`src/rtl/can_filt_pkg.sv`:
```
package can_filt_pkg;
    localparam int BANKS      = 2;
    localparam int BANK_BYTES = 4;
    localparam int CODE_BYTES = BANKS * BANK_BYTES;
    localparam int CODE_W     = CODE_BYTES * 8;
    localparam int ID_W       = BANK_BYTES * 8;
    localparam int MAX_FILT   = CODE_BYTES;
    localparam int IDX_W      = $clog2(MAX_FILT);
    localparam int IDE_POS    = 11;
    // bits never compared for a standard frame: byte1[2:0] and bytes 2..3
    localparam logic [ID_W-1:0] STD_DC = 32'hFFFF_0700;

    typedef enum logic [1:0] {
        FMODE_WIDE   = 2'b00,
        FMODE_MID    = 2'b01,
        FMODE_NARROW = 2'b10,
        FMODE_CLOSED = 2'b11
    } fmode_e;

    typedef struct packed {
        fmode_e           mode;
        logic             accept;
        logic [IDX_W-1:0] idx;
    } filt_state_t;
endpackage

```
`src/rtl/can_filt_field_cmp.sv`:
```
module can_filt_field_cmp #(
    parameter int W = 8
) (
    input  logic [W-1:0] code,
    input  logic [W-1:0] mask,
    input  logic [W-1:0] forced_dc,
    input  logic [W-1:0] data,
    output logic         match
);
    logic [W-1:0] bit_ok;

    always_comb begin
        bit_ok = ~(code ^ data) | mask | forced_dc;
        match  = &bit_ok;
    end
endmodule

```
`src/rtl/can_filt_slicer.sv`:
```
module can_filt_slicer
    import can_filt_pkg::*;
#(
    parameter int FW = 32
) (
    input  logic [CODE_W-1:0] code_bytes,
    input  logic [CODE_W-1:0] mask_bytes,
    input  logic [ID_W-1:0]   id_bytes,
    input  logic              std_frame,
    output logic [CODE_W/FW-1:0] hits
);
    localparam int NF = CODE_W / FW;

    logic [FW-1:0] dc_vec;

    always_comb begin
        dc_vec = std_frame ? STD_DC[FW-1:0] : '0;
    end

    for (genvar f = 0; f < NF; f++) begin : g_filt
        can_filt_field_cmp #(.W(FW)) u_cmp (
            .code      (code_bytes[f*FW +: FW]),
            .mask      (mask_bytes[f*FW +: FW]),
            .forced_dc (dc_vec),
            .data      (id_bytes[FW-1:0]),
            .match     (hits[f])
        );
    end
endmodule

```
`src/rtl/can_filt_prio_enc.sv`:
```
module can_filt_prio_enc #(
    parameter int N  = 8,
    parameter int IW = 3
) (
    input  logic [N-1:0]  hits,
    output logic          any_hit,
    output logic [IW-1:0] idx
);
    always_comb begin
        any_hit = 1'b0;
        idx     = '0;
        for (int i = N - 1; i >= 0; i--) begin
            if (hits[i]) begin
                any_hit = 1'b1;
                idx     = IW'(i);
            end
        end
    end
endmodule

```
`src/rtl/can_id_filter.sv`:
```
module can_id_filter
    import can_filt_pkg::*;
(
    input  logic              clk,
    input  logic              rst_n,
    input  logic              init_mode,
    input  logic [1:0]        mode_req,
    input  logic [CODE_W-1:0] code_bytes,
    input  logic [CODE_W-1:0] mask_bytes,
    input  logic [ID_W-1:0]   id_bytes,
    input  logic              frame_valid,
    output logic              accept,
    output logic [IDX_W-1:0]  hit_idx
);
    localparam int NF_WIDE   = CODE_W / 32;
    localparam int NF_MID    = CODE_W / 16;
    localparam int NF_NARROW = CODE_W / 8;

    filt_state_t st_d, st_q;

    logic                 std_frame;
    logic [NF_WIDE-1:0]   hits_wide;
    logic [NF_MID-1:0]    hits_mid;
    logic [NF_NARROW-1:0] hits_narrow;
    logic [MAX_FILT-1:0]  hit_vec;
    logic                 any_hit;
    logic [IDX_W-1:0]     win_idx;

    assign std_frame = ~id_bytes[IDE_POS];

    can_filt_slicer #(.FW(32)) u_wide (
        .code_bytes (code_bytes), .mask_bytes (mask_bytes),
        .id_bytes   (id_bytes),   .std_frame  (std_frame),
        .hits       (hits_wide)
    );
    can_filt_slicer #(.FW(16)) u_mid (
        .code_bytes (code_bytes), .mask_bytes (mask_bytes),
        .id_bytes   (id_bytes),   .std_frame  (std_frame),
        .hits       (hits_mid)
    );
    can_filt_slicer #(.FW(8)) u_narrow (
        .code_bytes (code_bytes), .mask_bytes (mask_bytes),
        .id_bytes   (id_bytes),   .std_frame  (std_frame),
        .hits       (hits_narrow)
    );

    always_comb begin
        case (st_q.mode)
            FMODE_WIDE:   hit_vec = {{(MAX_FILT-NF_WIDE){1'b0}}, hits_wide};
            FMODE_MID:    hit_vec = {{(MAX_FILT-NF_MID){1'b0}}, hits_mid};
            FMODE_NARROW: hit_vec = hits_narrow;
            default:      hit_vec = '0;
        endcase
    end

    can_filt_prio_enc #(.N(MAX_FILT), .IW(IDX_W)) u_prio (
        .hits    (hit_vec),
        .any_hit (any_hit),
        .idx     (win_idx)
    );

    always_comb begin
        st_d = st_q;
        if (init_mode) begin
            st_d.mode = fmode_e'(mode_req);
        end
        st_d.accept = frame_valid && !init_mode && any_hit;
        st_d.idx    = st_d.accept ? win_idx : '0;
    end

    always_ff @(posedge clk or negedge rst_n) begin
        if (!rst_n) begin
            st_q <= '{mode: FMODE_CLOSED, accept: 1'b0, idx: '0};
        end else begin
            st_q <= st_d;
        end
    end

    assign accept  = st_q.accept;
    assign hit_idx = st_q.idx;

    AST_CLOSED_SILENT: assert property (@(posedge clk) disable iff (!rst_n)
        (st_q.mode == FMODE_CLOSED) |=> !accept);
    AST_MODE_HELD: assert property (@(posedge clk) disable iff (!rst_n)
        !init_mode |=> $stable(st_q.mode));
    AST_INIT_BLOCKS: assert property (@(posedge clk) disable iff (!rst_n)
        init_mode |=> !accept);
    AST_IDX_IDLE_ZERO: assert property (@(posedge clk) disable iff (!rst_n)
        !accept |-> (hit_idx == '0));
    AST_NEEDS_STROBE: assert property (@(posedge clk) disable iff (!rst_n)
        !frame_valid |=> !accept);
    AST_WIN_IS_HIT: assert property (@(posedge clk) disable iff (!rst_n)
        (frame_valid && !init_mode) |-> (any_hit == (hit_vec != '0)));
endmodule

```
`config.mk`:
```
export PLATFORM = sky130hd
export DESIGN_NAME = can_id_filter
export DESIGN_NICKNAME = d
export VERILOG_FILES = /design/src/rtl/can_filt_pkg.sv /design/src/rtl/can_filt_field_cmp.sv /design/src/rtl/can_filt_slicer.sv /design/src/rtl/can_filt_prio_enc.sv /design/src/rtl/can_id_filter.sv
export SDC_FILE = /design/constraint.sdc
export NUM_CORES = 1
export LEC_CHECK = 0
export BUFFER_PORTS_ARGS = -buffer_cell sky130_fd_sc_hd__buf_2
export CAP_MARGIN = 20
export CORE_AREA = 2 2 72 87
export DETAILED_ROUTE_END_ITERATION = 8
export DIE_AREA = 0 0 74 89
export PLACE_DENSITY = 0.81
export SETUP_SLACK_MARGIN = 0.1
export SLEW_MARGIN = 25
export SYNTH_ARGS = -nofsm -noshare
export SYNTH_HDL_FRONTEND = slang
export SYNTH_SLANG_ARGS = --single-unit
```
`constraint.sdc`:
```
create_clock -name clk -period 2.3 [get_ports clk]
set_input_delay 0.69 -clock clk [delete_from_list [all_inputs] [get_ports clk]]
set_output_delay 0.69 -clock clk [all_outputs]
set_load 0.1 [all_outputs]
```
==> summary.md, run 1 <==
| Metric | Value |
|---|---|
| Final Critical Period | `2.151 ns` |
| DRC errors left | `0` |
| Layout cell share with drive strength beyond 1 | `0.4629` |
| PortBufs | `169` |
| Final nets | `625` |
| Area Overhead vs Synth | `46.41%` |
| Normalized max-slew margin | `0.6759` |
| TritonCTS buffer count | `3` |
| Leak pwr | `1.494 nW` |
| Antenna violations before repair | `0` |
| Largest delay share family, worst path | `compound AO/OA/AOI/OAI gates` |
| I/O pins | `170` |
| Total number of vias | `2952` |
| Synth cell types | `47` |
| Total routed wirelength | `9709 microns` |
| Post-synth ARST share | `1.000` |
| Final setup violation count | `0` |
| Syn avg cell area | `8.307 sq um` |
| Core Area | `5668 sq um` |
| CP Class | `in -> reg` |
| Max-slew violation count | `0` |
| Worst min-delay path category | `in -> async` |
| Die X | `74 microns` |
| Register area share after synthesis | `0.06493` |
| CTS sink cnt | `6` |
| Rows | `30` |
| Worst skew pair latency | `0.22 ns` |
| Arrival time at the worst endpoint | `2.30 ns` |
| Routability-driven placement congestion ratio | `0.9890` |
| Vias in the first global route | `3036` |
| Synth Instances | `283` |
| Largest net degree at the start of global routing | `9` |
| Height of the die | `89 microns` |
| Antenna Nets Post-Route | `0` |
| Clock buffer depth | `2` |
| CP Launch Type | `primary input` |
| Yosys reg bits | `6` |
| Maximum vdd drop | `0.0002136 V` |
| Final worst clock skew | `0.0009897 ns` |
| Most used DFF post-synth | `dfrtp_1` |
| Drt via density | `5.487` |
| Starting Density | `0.4148` |
| Htree depth | `1` |
| # Post-CTS Setup Buffers | `0` |
| Final period util | `0.9353` |
| Final Hold Vio Count | `0` |
| WP data required | `2.45 ns` |
| Post-Syn Area | `2351 sq um` |
| Buffer and inverter count on the worst path | `3` |
| Routed wire length per instance | `18.05 microns` |
| DP Wirelength | `8438 microns` |
| Initial DRC count | `183` |
| Slack of the worst reg-to-reg path | `0.23 ns` |
| Number of enable flip-flop cells after synthesis | `0` |
| First-pass GRT wire length | `14080 microns` |
| Yosys warns | `0` |
| CP endpoint kind | `flop` |
| N_diodes | `0` |
| Slowest CP cell | `or3_1` |
| Min Hold Slack | `0.2786 ns` |
| Die area | `6586 sq um` |
| CP Cell Sequence | `buf_2 > buf_12 > xnor2_1 > o22ai_1 > or3_1 > a2bb2o_1 > buf_4 > o2111a_1` |
| Clock transition at path regs | `0.04 ns` |
| CTS root buf | `clkbuf_8` |
| P per Cell Area | `305.8 nW/um^2` |
| Status | `finished clean` |
| CTS tree | `yes` |
| Measured slew at the worst slew-check pin | `0.4895 ns` |
| Overall Global Routing Usage | `0.2820` |
| Slowest stage delay, CP | `0.37 ns` |
| Post-Syn Nets | `449` |
| Grt ovf | `0` |
| Fmax | `464.9 MHz` |
| Pwr Total | `1.052 mW` |
| Max Cap Viol | `0` |
| Unrepaired setup endpoints after global routing | `true` |
| Crit-path max FO | `5` |
| DR pass1 iterations | `5` |
[Yosys cell counts (3+ instances only)]
cell,instances,area [sq um]
a21oi_1,3,15.01
a222oi_1,4,40.04
buf_2,3,15.01
buf_4,4,30.03
buf_6,7,78.83
dfrtp_1,4,100.1
inv_1,14,52.55
nand2_1,4,15.01
nand2b_1,4,25.02
nor2_1,4,15.01
nor4_1,6,37.54
o2111a_1,3,33.78
o21ai_0,5,25.02
o22a_1,10,87.58
o22ai_1,39,244.0
o22ai_2,3,37.54
xnor2_1,111,972.2
xor2_1,16,140.1
[placed cells by master, fill, tap and decap left out, types with 3 or more instances in the layout]
| cell type | Yosys | routed |
|---|---|---|
| inv_1 | 14 | 14 |
| a222oi_1 | 4 | 4 |
| xnor2_1 | 111 | 108 |
| o22a_1 | 10 | 10 |
| xnor2_2 | 1 | 4 |
| clkbuf_8 | 0 | 3 |
| dfrtp_1 | 4 | 4 |
| buf_2 | 3 | 164 |
| o22ai_1 | 39 | 39 |
| nor2_1 | 4 | 4 |
| o2111a_1 | 3 | 3 |
| buf_4 | 4 | 17 |
| nor4_1 | 6 | 5 |
| nand2_1 | 4 | 4 |
| o21ai_0 | 5 | 5 |
| nand2b_1 | 4 | 4 |
| xor2_1 | 16 | 16 |
| clkbuf_4 | 0 | 3 |
| a21oi_1 | 3 | 3 |
[sequential cells by signal, indices dropped and copies added, names as in the netlist]
register	cells
hit_idx	3
st_q	2
accept	1
[metrics by stage]
step | TNS, ns | instance area (sq um) | setup slack (ns) | instances | utilization
2_1_floorplan | 0 | 2351 | 0.1465 | 283 | -
3_3_place_gp | -0.5745 | 3321 | -0.1934 | 534 | 0.5859
3_5_place_dp | -0.8760 | 3321 | -0.2688 | 534 | 0.5859
4_1_cts | 0 | 3378 | 0.1491 | 538 | 0.5960
5_1_grt | 0 | 3442 | 0.08705 | 538 | 0.6073
6_report | 0 | 3442 | 0.1489 | 538 | 0.6073
[path summary, 6_finish.rpt]
path | endpoint | cells after the start | start
worst max-delay path | hit_idx[2] | 8 | id_bytes[3]
worst min-delay path | accept | 1 | rst_n
worst max register to register | hit_idx[2] | 6 | st_q[5]
worst min register to register | st_q[4] | 1 | st_q[4]
max in group asynchronous | st_q[5] | 1 | rst_n
min in group clk | st_q[4] | 1 | st_q[4]
[worst reg2reg max path, delay by kind of cell, from the launching register on]
| family | cells | cell delay [ns] |
|---|---|---|
| buffers and inverters | 1 | 0.13 |
| AOI/OAI and AO/OA | 3 | 0.63 |
| and+or+nand+nor | 2 | 0.63 |
| DFF | 1 | 0.60 |
[final cells by class]
cell class,count,area [sq um]
fill,501,2226
multi-input combinational,248,2081
timing repair buffer,186,1011
sequential,6,152.6
tap,80,100.1
inverter,14,52.55
clock buffer,4,45.04
[cells by family after synthesis]
family | Yosys count | share of synthesized area
AO/OA/AOI/OAI | 87 | 0.2778
XOR/XNOR | 128 | 0.4800
buffers and inverters | 29 | 0.07717
flip-flops | 6 | 0.06493
multiplexers | 2 | 0.009579
AND/OR/NAND/NOR | 31 | 0.09047
[repair_timing]
item	4_1_cts	5_1_grt
gates resized for setup	3	15
setup endpoints to repair	4	4
pin swaps	0	5
hold buffers	0	0
[per-layer routing]
layer  up-vias  share of wire  track usage
li1       1384              -            -
met1      1331           0.36       0.3047
met2       190           0.51       0.5081
met3        47          0.080      0.04171
met4         0          0.053       0.1769
met5         -              0            0
[report_power, final]
group,internal (mW),total [mW],switching (mW)
Combinational,0.380,0.758,0.377
Sequential,0.116,0.124,0.00878
Clock,0.120,0.170,0.0505
Total,0.616,1.05,0.437
No activity file was read; power rests on OpenSTA's default activity.
==> run 2, diff against run 1 <==
--- a/config.mk
+++ b/config.mk
@@ -7,12 +7,15 @@
 export LEC_CHECK = 0
 export BUFFER_PORTS_ARGS = -buffer_cell sky130_fd_sc_hd__buf_2
 export CAP_MARGIN = 20
-export CORE_AREA = 2 2 72 87
+export CELL_PAD_IN_SITES_DETAIL_PLACEMENT = 0
+export CELL_PAD_IN_SITES_GLOBAL_PLACEMENT = 1
+export CORE_AREA = 2 2 87 106
 export DETAILED_ROUTE_END_ITERATION = 8
-export DIE_AREA = 0 0 74 89
-export PLACE_DENSITY = 0.81
+export DIE_AREA = 0 0 89 108
+export PLACE_DENSITY_LB_ADDON = 0.1
 export SETUP_SLACK_MARGIN = 0.1
 export SLEW_MARGIN = 25
 export SYNTH_ARGS = -nofsm -noshare
 export SYNTH_HDL_FRONTEND = slang
 export SYNTH_SLANG_ARGS = --single-unit
+export TNS_END_PERCENT = 10
==> run 2 against run 1 <==
Effect of this change: clock skew rose by 0.0012 ns; critical endpoint is now hit_idx[0]; cell count rose by 11%; routed wire length rose by 7.7%; clock power fell by 6%.
==> summary.md, run 2 (synthesized netlist as in run 1, its figures left out) <==
| Metric | Value |
|---|---|
| Min Hold Slack | `0.2843 ns` |
| Launch point of the worst reg-to-reg path | `st_q[4]` |
| Slowest stage delay, CP | `0.38 ns` |
| CTS tree | `yes` |
| Most common cell after layout, fill and taps aside | `buf_2` |
| Area Overhead vs Synth | `55.30%` |
| Worst R2R Path Depth | `6` |
| Antenna violations before repair | `0` |
| CTS root buf | `clkbuf_8` |
| Crit-path max FO | `3` |
| PortBufs | `169` |
| Htree depth | `1` |
| Critical path depth | `9` |
| Core Area | `8518 sq um` |
| Final WS setup | `0.1388 ns` |
| Post-route insts no fill | `596` |
| Final instance area | `3651 sq um` |
| Final-layout fill cell count | `928` |
| Clock transition at path regs | `0.04 ns` |
| Die area | `9612 sq um` |
| Antenna Nets Post-Route | `0` |
| Final setup violation count | `0` |
| Crit path capture | `hit_idx[0]` |
| Leak pwr | `1.587 nW` |
| Crit. Startpoint | `id_bytes[9]` |
| Pre-CTS setup slack | `-0.1446 ns` |
| Fmax | `462.7 MHz` |
| Max reg flops | `3` |
| CTS sink cnt | `6` |
| P per Cell Area | `296.2 nW/um^2` |
| Total routed wirelength | `10460 microns` |
| Routed wire length per instance | `17.55 microns` |
| Drt via density | `4.747` |
| Hold-fix buffers, CTS | `0` |
| Maximum vdd drop | `0.0001479 V` |
| Die X | `89 microns` |
| Placed cell area | `3525 sq um` |
| CP Launch Type | `primary input` |
| First-pass GRT wire length | `15320 microns` |
| DR pass1 iterations | `4` |
| Grt ovf | `0` |
| Final Critical Period | `2.161 ns` |
| Routability-driven placement congestion ratio | `0.8889` |
| Clock buffer depth | `2` |
| Arrival time at the worst endpoint | `2.25 ns` |
| WP data required | `2.39 ns` |
| # Post-CTS Setup Buffers | `0` |
| Buffer and inverter count on the worst path | `3` |
| Height of the die | `108 microns` |
| Final nets | `646` |
| Overall Global Routing Usage | `0.2111` |
| Measured slew at the worst slew-check pin | `0.5114 ns` |
| Final period util | `0.9396` |
| N_diodes | `0` |
| Normalized max-slew margin | `0.6559` |
| I/O pins | `170` |
| DP Wirelength | `9377 microns` |
| Slowest CP cell | `a222oi_1` |
| TritonCTS buffer count | `3` |
| Largest delay share family, worst path | `compound AO/OA/AOI/OAI gates` |
| Initial DRC count | `77` |
| Worst min-delay path category | `in -> async` |
| Final Hold Vio Count | `0` |
| Fin util | `0.4286` |
| Largest net degree at the start of global routing | `9` |
| Area of the multi-input gates | `2067 sq um` |
| RR Endpoint | `accept` |
| Final worst clock skew | `0.002160 ns` |
| Slack of the worst reg-to-reg path | `0.35 ns` |
| Max-slew violation count | `0` |
| Status | `finished clean` |
| Layout cell share with drive strength beyond 1 | `0.4823` |
| DP Cell Count | `592` |
| CP endpoint kind | `flop` |
| CP Class | `in -> reg` |
| CP Cell Sequence | `buf_8 > buf_6 > xor2_2 > a222oi_1 > buf_4 > o2111ai_4 > nor3_4 > a211o_1 > a31oi_1` |
| Unrepaired setup endpoints after global routing | `true` |
| Max Cap Viol | `0` |
| Total number of vias | `2829` |
| Most frequent cells in the layout | `buf_2, xnor2_1, o22ai_1, buf_4, xor2_1` |
| Storage element area | `152.6 sq um` |
| Vias in the first global route | `2955` |
| DRC errors left | `0` |
| Worst skew pair latency | `0.22 ns` |
| Starting Density | `0.2760` |
| Rows | `37` |
run 2: cell types whose count changed in the layout (fill, tap and decap cells not counted), moves of 2 or more:
| cell | previous run | this run |
|---|---|---|
| buf_4 | 17 | 35 |
| buf_6 | 0 | 3 |
| o22ai_2 | 1 | 3 |
| o22ai_4 | 2 | 0 |
| xnor2_1 | 108 | 110 |
| xnor2_2 | 4 | 2 |
run 2: power breakdown:
group          total [mW]  internal [mW]  switching (mW)
clock network       0.160          0.119          0.0411
logic               0.804          0.409           0.394
registers           0.118          0.115         0.00233
run 2: worst min path at each step:
stage	start	end	cells past startpoint
2_1_floorplan	rst_n	accept	0
3_3_place_gp	rst_n	hit_idx[2]	1
3_5_place_dp	rst_n	hit_idx[1]	1
4_1_cts	rst_n	hit_idx[1]	1
5_1_grt	rst_n	hit_idx[1]	1
6_report	rst_n	hit_idx[1]	1
run 2: metal layers:
layer	track usage	wire [microns]	up-vias
met5	0	0	-
met4	0.04158	146	0
met3	0.01908	452	10
met2	0.3971	5609	91
met1	0.2564	4250	1309
li1	-	-	1419
run 2: worst reg2reg max path, delay by kind of cell (launching register included):
family / cells / cell delay, ns
AND/OR/NAND/NOR: 3 / 0.74
AO/OA/AOI/OAI: 3 / 0.56
flip-flops: 1 / 0.52
run 2: timing repair:
item / CTS / global route
pin swaps: 0 / 6
resized for setup: 1 / 17
setup endpoints to repair: 3 / 4
run 2: area by class of cell:
cell class              instances  area share
clock buffers                   4     0.01234
inverters                      14     0.01439
multi-input cells             248      0.5661
flip-flops and latches          6     0.04181
well taps                     117     0.04010
repair buffers                207      0.3252
run 2: metrics by stage:
| stage | TNS (ns) | total power, mW |
|---|---|---|
| global route | 0 | 1.161 |
| floorplan | 0 | 0.5458 |
| finish | 0 | 1.081 |
| CTS | 0 | 1.073 |
| detailed placement | -0.5483 | 0.9071 |
| global placement | -0.4407 | 0.9072 |
==> run 3, diff against run 2 <==
--- a/config.mk
+++ b/config.mk
@@ -5,13 +5,14 @@
 export SDC_FILE = /design/constraint.sdc
 export NUM_CORES = 1
 export LEC_CHECK = 0
+export ABC_AREA = 1
 export BUFFER_PORTS_ARGS = -buffer_cell sky130_fd_sc_hd__buf_2
 export CAP_MARGIN = 20
 export CELL_PAD_IN_SITES_DETAIL_PLACEMENT = 0
 export CELL_PAD_IN_SITES_GLOBAL_PLACEMENT = 1
-export CORE_AREA = 2 2 87 106
+export CORE_AREA = 2 2 100 121
 export DETAILED_ROUTE_END_ITERATION = 8
-export DIE_AREA = 0 0 89 108
+export DIE_AREA = 0 0 102 123
 export PLACE_DENSITY_LB_ADDON = 0.1
 export SETUP_SLACK_MARGIN = 0.1
 export SLEW_MARGIN = 25
==> run 3 against run 2 <==
Effect of this change: non-clock buffer count down 38; combinational power down 10%; flip-flop and latch count unchanged; fmax up 8.4%; critical endpoint is now accept; design area up 13%.
==> summary.md, run 3 <==
| Metric | Value |
|---|---|
| Arrival time at the worst endpoint | `2.11 ns` |
| Clock transition at path regs | `0.03 ns` |
| Total number of vias | `4513` |
| Antenna violations before repair | `0` |
| Starting Density | `0.2742` |
| First-pass GRT wire length | `20820 microns` |
| Final Hold Vio Count | `0` |
| DRC errors left | `0` |
| Initial DRC count | `126` |
| Synth Instances | `692` |
| Layout cell share with drive strength beyond 1 | `0.2309` |
| Maximum vdd drop | `0.0001440 V` |
| Normalized max-slew margin | `0.6728` |
| Slack of the worst reg-to-reg path | `0.35 ns` |
| Worst R2R Path Depth | `12` |
| Grt ovf | `0` |
| Slowest stage delay, CP | `0.29 ns` |
| Post-route insts no fill | `1010` |
| CP Launch Type | `primary input` |
| Pre-CTS setup slack | `0.05619 ns` |
| Routability-driven placement congestion ratio | `0.9253` |
| Fin util | `0.3620` |
| TritonCTS buffer count | `3` |
| Drt via density | `4.468` |
| Clock buffer depth | `2` |
| Die X | `102 microns` |
| Final nets | `1020` |
| DP Cell Count | `1006` |
| Largest net degree at the start of global routing | `14` |
| Post-Syn Nets | `858` |
| Most frequent cells in the layout | `nand2_1, buf_2, inv_1, nand3_1, nor2_1` |
| Final Critical Period | `1.995 ns` |
| Synth cell types | `24` |
| P per Cell Area | `273.2 nW/um^2` |
| Post-CTS Resized | `0` |
| Area Overhead vs Synth | `32.00%` |
| Placed cell area | `4050 sq um` |
| Unrepaired setup endpoints after global routing | `false` |
| Most frequent CP cell | `nand2_1` |
| CTS tree | `yes` |
| Rows | `43` |
| CTS sink cnt | `6` |
| CTS root buf | `clkbuf_16` |
| Crit-path max FO | `13` |
| Vias in the first global route | `4370` |
| Yosys warns | `0` |
| CP endpoint kind | `flop` |
| CP Cell Sequence | `buf_2 > inv_1 > a21oi_1 > o21ai_0 > nand4_1 > nor2_1 > nand2_1 > nand2_1 > nor2_2 > nand3_2 > nand2_1 > inv_1` |
| RR Endpoint | `hit_idx[0]` |
| Leak pwr | `2.727 nW` |
| Top cells by area, synth | `nand2_1, inv_1, nand3_1, nor2_1, a21oi_1` |
| Launch point of the worst reg-to-reg path | `st_q[5]` |
| Number of enable flip-flop cells after synthesis | `0` |
| Min Hold Slack | `0.2762 ns` |
| Core Area | `11410 sq um` |
| Most common cell after layout, fill and taps aside | `nand2_1` |
| Setup TNS Final | `0 ns` |
| Height of the die | `123 microns` |
| DR pass1 iterations | `4` |
| DP Wirelength | `12280 microns` |
| Overall Global Routing Usage | `0.2150` |
| Final period util | `0.8672` |
| Status | `finished clean` |
| Hold-fix buffers, CTS | `0` |
| Slowest CP cell | `buf_2` |
| Max reg flops | `3` |
| Final worst clock skew | `0.0009282 ns` |
| Htree depth | `1` |
| Syn avg cell area | `4.520 sq um` |
| Die area | `12550 sq um` |
| Count leader, synth | `nand2_1` |
| Antenna Nets Post-Route | `0` |
| Worst skew pair latency | `0.23 ns` |
| Synth cell count leaders | `nand2_1, inv_1, nand3_1` |
| PortBufs | `169` |
| Register area share after synthesis | `0.04880` |
| Post-Syn Area | `3128 sq um` |
| Final WS setup | `0.3055 ns` |
| Max Cap Viol | `0` |
| Measured slew at the worst slew-check pin | `0.4857 ns` |
| N_diodes | `0` |
| Pwr Total | `1.128 mW` |
| WP data required | `2.41 ns` |
| Final instance area | `4129 sq um` |
| Routed wire length per instance | `13.52 microns` |
| Most used DFF post-synth | `dfrtp_1` |
| Max-slew violation count | `0` |
| Yosys reg bits | `6` |
| I/O pins | `170` |
| Yosys top cell area share | `0.3348` |
| Total routed wirelength | `13650 microns` |
| CP Class | `in -> reg` |
| Final setup violation count | `0` |
| # Post-CTS Setup Buffers | `0` |
| Dominant cell type by area after synthesis | `nand2_1` |
| Fmax | `501.4 MHz` |
| Worst min-delay path category | `in -> async` |
| Post-synth ARST share | `1.000` |
==> run 3: worst max path at each step <==
stage | from | end | slack [ns]
global placement | id_bytes[3] | hit_idx[1] | 0.05
CTS | id_bytes[3] | accept | 0.29
floorplan | id_bytes[4] | hit_idx[0] | 0.51
global route | id_bytes[3] | accept | 0.11
finish | id_bytes[3] | accept | 0.31
detailed placement | id_bytes[3] | accept | 0.06
==> run 3: critical path: cells and delay by family <==
kind	cells	cell delay (ns)
buf+inv	3	0.49
compound gates	2	0.23
simple gates	7	0.70
==> run 3: cells by family (layout without fill, tap and decap cells) <==
logic type | count (synthesis) | count (layout) | share of synthesized area
simple gates | 463 | 463 | 0.6180
compound gates | 60 | 60 | 0.09680
buf+inv | 155 | 316 | 0.2140
flops | 6 | 6 | 0.04880
xor+xnor | 8 | 8 | 0.02240
==> run 3: layout make-up <==
| cell class | instances | area (sq um) |
|---|---|---|
| clock buffer | 4 | 78.83 |
| tap | 157 | 196.4 |
| timing repair buffer | 169 | 845.8 |
| inverter | 143 | 549.3 |
| fill | 1433 | 7277 |
| multi-input combinational | 531 | 2306 |
| sequential | 6 | 152.6 |
==> run 3: power by group <==
part / internal (mW) / switching, mW
clock: 0.230 / 0.0585
sequential: 0.114 / 0.00450
combinational: 0.270 / 0.451
==> run 3: routing by layer <==
metal	track usage	vias up	wire length (microns)
met4	0.08833	0	600
met1	0.2512	1924	5693
met2	0.4005	146	6695
li1	-	2414	-
met3	0.01470	29	663
met5	0	-	0
